===== config.mk =====
export PLATFORM = sky130hd
export DESIGN_NAME = result_normalizer
export DESIGN_NICKNAME = d
export VERILOG_FILES = /design/src/rtl/norm_pkg.sv /design/src/rtl/norm_pos_clamp.sv /design/src/rtl/norm_round_add.sv /design/src/rtl/norm_window_sat.sv /design/src/rtl/result_normalizer.sv
export SDC_FILE = /design/constraint.sdc
export NUM_CORES = 1
export LEC_CHECK = 0
export ABC_CLOCK_PERIOD_IN_PS = 1000
export BUFFER_PORTS_ARGS = -buffer_cell sky130_fd_sc_hd__buf_2
export CORE_ASPECT_RATIO = 0.7
export CORE_MARGIN = 8
export CORE_UTILIZATION = 35
export CTS_BUF_LIST = sky130_fd_sc_hd__clkbuf_8
export CTS_CLUSTER_SIZE = 25
export DETAILED_ROUTE_END_ITERATION = 8
export PLACE_DENSITY = 0.5
export SYNTH_ARGS = -nofsm -noshare
export SYNTH_HDL_FRONTEND = slang
export SYNTH_HIERARCHICAL = 1
export SYNTH_SLANG_ARGS = --single-unit

===== constraint.sdc =====
create_clock -name clk -period 1 [get_ports clk]
set_input_delay 0.25 -clock clk [delete_from_list [all_inputs] [get_ports clk]]
set_output_delay 0.25 -clock clk [all_outputs]
set_load 0.01 [all_outputs]

===== src/rtl/norm_pkg.sv =====
package norm_pkg;
  parameter int NORM_ACC_W = 40;
  parameter int NORM_RES_W = 16;
  parameter int NORM_POS_W = 5;
endpackage


===== src/rtl/norm_pos_clamp.sv =====
module norm_pos_clamp #(
  parameter int POS_W   = 5,
  parameter int MAX_POS = 24
) (
  input  logic [POS_W-1:0] pos_code,
  output logic [POS_W-1:0] pos_eff
);
  localparam logic [POS_W-1:0] LIMIT = POS_W'(MAX_POS);

  always_comb begin
    if (pos_code > LIMIT) pos_eff = LIMIT;
    else                  pos_eff = pos_code;
  end
endmodule


===== src/rtl/norm_round_add.sv =====
module norm_round_add #(
  parameter int ACC_W = 40,
  parameter int POS_W = 5
) (
  input  logic [ACC_W-1:0] acc,
  input  logic [POS_W-1:0] pos,
  input  logic             round_en,
  output logic [ACC_W:0]   sum
);
  localparam int SUM_W = ACC_W + 1;

  logic [SUM_W-1:0] acc_ext;
  logic [SUM_W-1:0] unit;
  logic [SUM_W-1:0] half;

  always_comb begin
    acc_ext = {acc[ACC_W-1], acc};
    unit    = SUM_W'(1) << pos;
    // half of the window LSB; zero when the window starts at bit 0
    half    = round_en ? (unit >> 1) : '0;
    sum     = acc_ext + half;
  end
endmodule


===== src/rtl/norm_window_sat.sv =====
module norm_window_sat #(
  parameter int ACC_W = 40,
  parameter int RES_W = 16,
  parameter int POS_W = 5
) (
  input  logic [ACC_W:0]   sum,
  input  logic [POS_W-1:0] pos,
  output logic [RES_W-1:0] res
);
  localparam int SUM_W = ACC_W + 1;
  localparam int TOP_W = SUM_W - RES_W + 1;
  localparam logic [RES_W-1:0] POS_MAX = {1'b0, {(RES_W-1){1'b1}}};
  localparam logic [RES_W-1:0] NEG_MAX = {1'b1, {(RES_W-1){1'b0}}};

  logic [SUM_W-1:0] shifted;
  logic [TOP_W-1:0] upper;
  logic             fits;

  always_comb begin
    shifted = SUM_W'($signed(sum) >>> pos);
    upper   = shifted[SUM_W-1:RES_W-1];
    fits    = (&upper) | ~(|upper);
    if (fits)                res = shifted[RES_W-1:0];
    else if (sum[SUM_W-1])   res = NEG_MAX;
    else                     res = POS_MAX;
  end
endmodule


===== src/rtl/result_normalizer.sv =====
module result_normalizer
  import norm_pkg::*;
#(
  parameter int ACC_W = NORM_ACC_W,
  parameter int RES_W = NORM_RES_W,
  parameter int POS_W = NORM_POS_W
) (
  input  logic             clk,
  input  logic             rst_n,
  input  logic             in_valid,
  input  logic [ACC_W-1:0] in_data,
  input  logic [POS_W-1:0] win_pos,
  input  logic             round_en,
  output logic             out_valid,
  output logic [RES_W-1:0] out_data
);
  localparam int MAX_POS = ACC_W - RES_W;

  logic [POS_W-1:0] pos_eff;
  logic [ACC_W:0]   rnd_sum;
  logic [RES_W-1:0] norm_res;
  logic [RES_W-1:0] data_d;
  logic [RES_W-1:0] data_q;
  logic             vld_q;

  norm_pos_clamp #(.POS_W(POS_W), .MAX_POS(MAX_POS)) u_clamp (
    .pos_code (win_pos),
    .pos_eff  (pos_eff)
  );

  norm_round_add #(.ACC_W(ACC_W), .POS_W(POS_W)) u_round (
    .acc      (in_data),
    .pos      (pos_eff),
    .round_en (round_en),
    .sum      (rnd_sum)
  );

  norm_window_sat #(.ACC_W(ACC_W), .RES_W(RES_W), .POS_W(POS_W)) u_window (
    .sum (rnd_sum),
    .pos (pos_eff),
    .res (norm_res)
  );

  // next-state: load only on a valid result
  always_comb begin
    data_d = data_q;
    if (in_valid) data_d = norm_res;
  end

  always_ff @(posedge clk or negedge rst_n) begin
    if (!rst_n) begin
      vld_q  <= 1'b0;
      data_q <= '0;
    end else begin
      vld_q  <= in_valid;
      data_q <= data_d;
    end
  end

  assign out_valid = vld_q;
  assign out_data  = data_q;
endmodule


==> reports/metrics.cfg <==
[outcome]
status=finished, violations left
violations=setup timing

[global_routing]
grt_max_degree=74
grt_pass1_wl_mm=35.74
track_usage_pct=20.15
grt_pass1_vias=6863
antenna_found_initial=0
gr-total-overflow=0

[logic_synthesis]
syn_area_per_cell_um2=8.028
synthTopCellsByArea=mux4_2, mux2i_1, dfrtp_1, ha_1, nor2_1
synthCells=737
ys.flop_type=dfrtp_1
synth_edf_count=0
ys_types=78
synth_nets=818
synth_top_area_share_pct=14.08
yosysTopAreaCell=mux4_2
netlist_area_mm2=0.005917
async_flop_share_pct=100.0
synth_seq_area_share_pct=7.190
yosysWarnings=6
synth_seq_cells=17

[cts]
cts-root-buf=clkbuf_8
clk_latency_ns=0.25
numCtsBuffers=3
clock_path_buffers=2
path_clk_slew_ns=0.06
htree_levels=1
cts_tree=yes
clock-sinks=17

[finish]
antenna_cells=0
fin_area_mm2=0.009304
layout-drive-gt1-share_pct=51.02
fill_cells=1494
multi_input_area_mm2=0.005864
seqCellArea_um2=425.4
nNetsFinal=1113
stdcell_count=1256
final_util_pct=56.58
area_growth_pct=57.24

[place]
dp.final_hpwl_mm=17.63
dpl.cell_count=1208
placed_area_mm2=0.008193
io_buffers=65
place_congestion=0.9234

[route]
first_pass_iters=5
vias=6927
routed_wl_mm=22.78
drtIter0Drc=496
ant_nets=0
wl_per_cell_um=18.14
viasPerCell=5.515
drcViolationCount=0

[sta]
slew_headroom_pct=30.74
finalCritPeriodShare_pct=561.8
setup_slack_ns=-4.618
slew_violations=0
finalHoldViolCount=0
tightest_slew_ns=1.039
fin_worst_skew_ns=0
fin_crit_ns=5.618
max_freq_ghz=0.1780
setup_violations=29
grt_setup_unrepaired=true

[floorplanning]
core_area_mm2=0.01644
placementRows=39
dieHeight_um=124.8
initial_core_util_pct=35.98
die_x_um=171.4
die-area_mm2=0.02139
num_io_pins=66

[pwr]
p_leak_uw=0.004384
power.internal_uw=3301
switchingPower_uw=2431
seqPwrFrac_pct=13.9
power_density_mw_per_mm2=616.0
p_clk_share_pct=8.3
sw_frac_of_total_pct=42.41
combPwrFrac_pct=77.8
finalPower_uw=5731
ir_drop_mv=0.6127

[setup_path]
arrival_ns=5.74
cp_max_fo=7
critPathLaunchType=input port
crit_type=in2reg
worstPathRequired_ns=1.12
end_kind=flop

[run]
cap_violations=0

[hold_path]
hp-class=in2reg

## Yosys cell counts (3+ instances only)
library cell   n
nor2_1        87
nand2_1       71
mux2i_1       64
a21oi_1       54
mux4_2        37
o21ai_0       34
ha_1          31
mux2_2        27
clkbuf_1      22
xnor2_1       21
a21o_1        17
dfrtp_1       17
xor2_1        17
a31oi_1       16
nand3_1       15
inv_1         14
a211oi_1      12
buf_2         10
mux2_4        10
nor3_1        10
nand4_1        9
o211ai_1       9
nand2b_1       7
nor2b_1        7
and2_1         6
buf_6          6
nand3b_1       6
o21ai_1        6
or2_2          6
buf_1          5
buf_4          5
a221oi_1       4
a311oi_1       4
mux2_1         4
o21a_1         4
o22ai_1        4
o31a_1         4
a21boi_1       3
inv_2          3
o31ai_1        3
or3b_2         3
## layout make-up
type	instances	share of cell area [%]
clock buffers	3	0.4438
clock inverters	1	0.04034
inverters	19	0.7665
multi-input cells	650	63.03
flip-flops and latches	17	4.572
well taps	225	3.026
repair buffers	341	28.12
## cells in the final DEF, fill, tap and decap left out, types with 15 or more instances in the layout
master and instances:
nand2_1 68, mux2_4 19, dfrtp_1 17, o21ai_0 28
ha_1 26, nor2_1 79, buf_4 257, mux2i_1 56
inv_1 15, a21o_1 17, buf_2 60, mux2_2 20
a21oi_1 46, mux4_2 37
## power by group through the flow
stage                     Sequential [µW]  Clock [µW]  Combinational, µW
after detailed placement              804           0               3850
after global routing                  800         530               4790
final                                 794         476               4460
after floorplan                       834           0               2250
after CTS                             789         486               4100
after global placement                802           0               3820
## stage by stage
| step | hold slack, ns | setup WS [ns] | setup TNS (ns) |
|---|---|---|---|
| after floorplan | -0.04559 | -4.138 | -63.73 |
| after global placement | 0.1779 | -5.012 | -78.21 |
| after detailed placement | 0.1846 | -5.127 | -79.79 |
| after CTS | 0.3268 | -4.502 | -70.16 |
| after global routing | 0.3323 | -4.806 | -75.09 |
| final | 0.3312 | -4.618 | -71.76 |
## final timing paths
path / cells after the start / to / slack [ns] / startpoint
max in group asynchronous: 2 / out_data[10]$_DFFE_PN0P_ / 0.28 / rst_n
hold / removal: 2 / out_valid$_DFF_PN0_ / 0.33 / in_valid
setup / recovery: 24 / out_data[7]$_DFFE_PN0P_ / -4.62 / win_pos[3]
hold reg to reg: 1 / out_data[15]$_DFFE_PN0P_ / 0.50 / out_data[15]$_DFFE_PN0P_
setup reg to reg: 2 / out_data[4]$_DFFE_PN0P_ / 0.10 / out_data[4]$_DFFE_PN0P_
min in group asynchronous: 2 / out_data[0]$_DFFE_PN0P_ / 0.45 / rst_n
## logic make-up after synthesis
family	count (synthesis)	synth area share [%]
DFF	17	7.190
xor gates and xnor gates	38	5.625
AOI/OAI and AO/OA	196	21.78
muxes	142	33.35
buffers and inverters	70	6.048
and+or+nand+nor	242	19.12
adders and majority gates	32	6.894
## critical path, cell delays in order
cell	delay, ns
buf_12	0.11
a21boi_4	0.22
or3b_4	0.47
nor2_2	0.18
ha_4	0.16
nand4_1	0.24
nor4_4	0.28
o2111ai_4	0.21
a31oi_4	0.23
o21ai_2	0.10
a211oi_2	0.28
buf_4	0.16
o21ai_2	0.06
xnor2_2	0.21
mux4_2	0.51
mux2_4	0.29
or4_1	0.46
o31a_1	0.30
a21oi_2	0.17
a32oi_4	0.14
buf_12	0.16
buf_12	0.13
mux2i_2	0.14
mux2_4	0.26
## flip-flops by register name, indices dropped and copies added (netlist names)
name       count
out_valid      1
out_data      16
## what timing repair did
item | in CTS | in global routing
endpoints found under the hold margin | 17 | 0
buffers inserted | 27 | 16
hold buffers | 1 | 0
pin swaps | 33 | 42
cloned | 1 | 2
endpoints found under the setup margin | 32 | 33
gates resized for setup | 69 | 59
## routing by layer
layer  vias up  wire [µm]  GRT usage, %
met5         -          0             0
met4         0         76         1.122
met3        10       1849         4.243
met2       237       9907         29.69
met1      3312      10950         30.54
li1       3368          -             -
(Power assumes the default switching activity.)
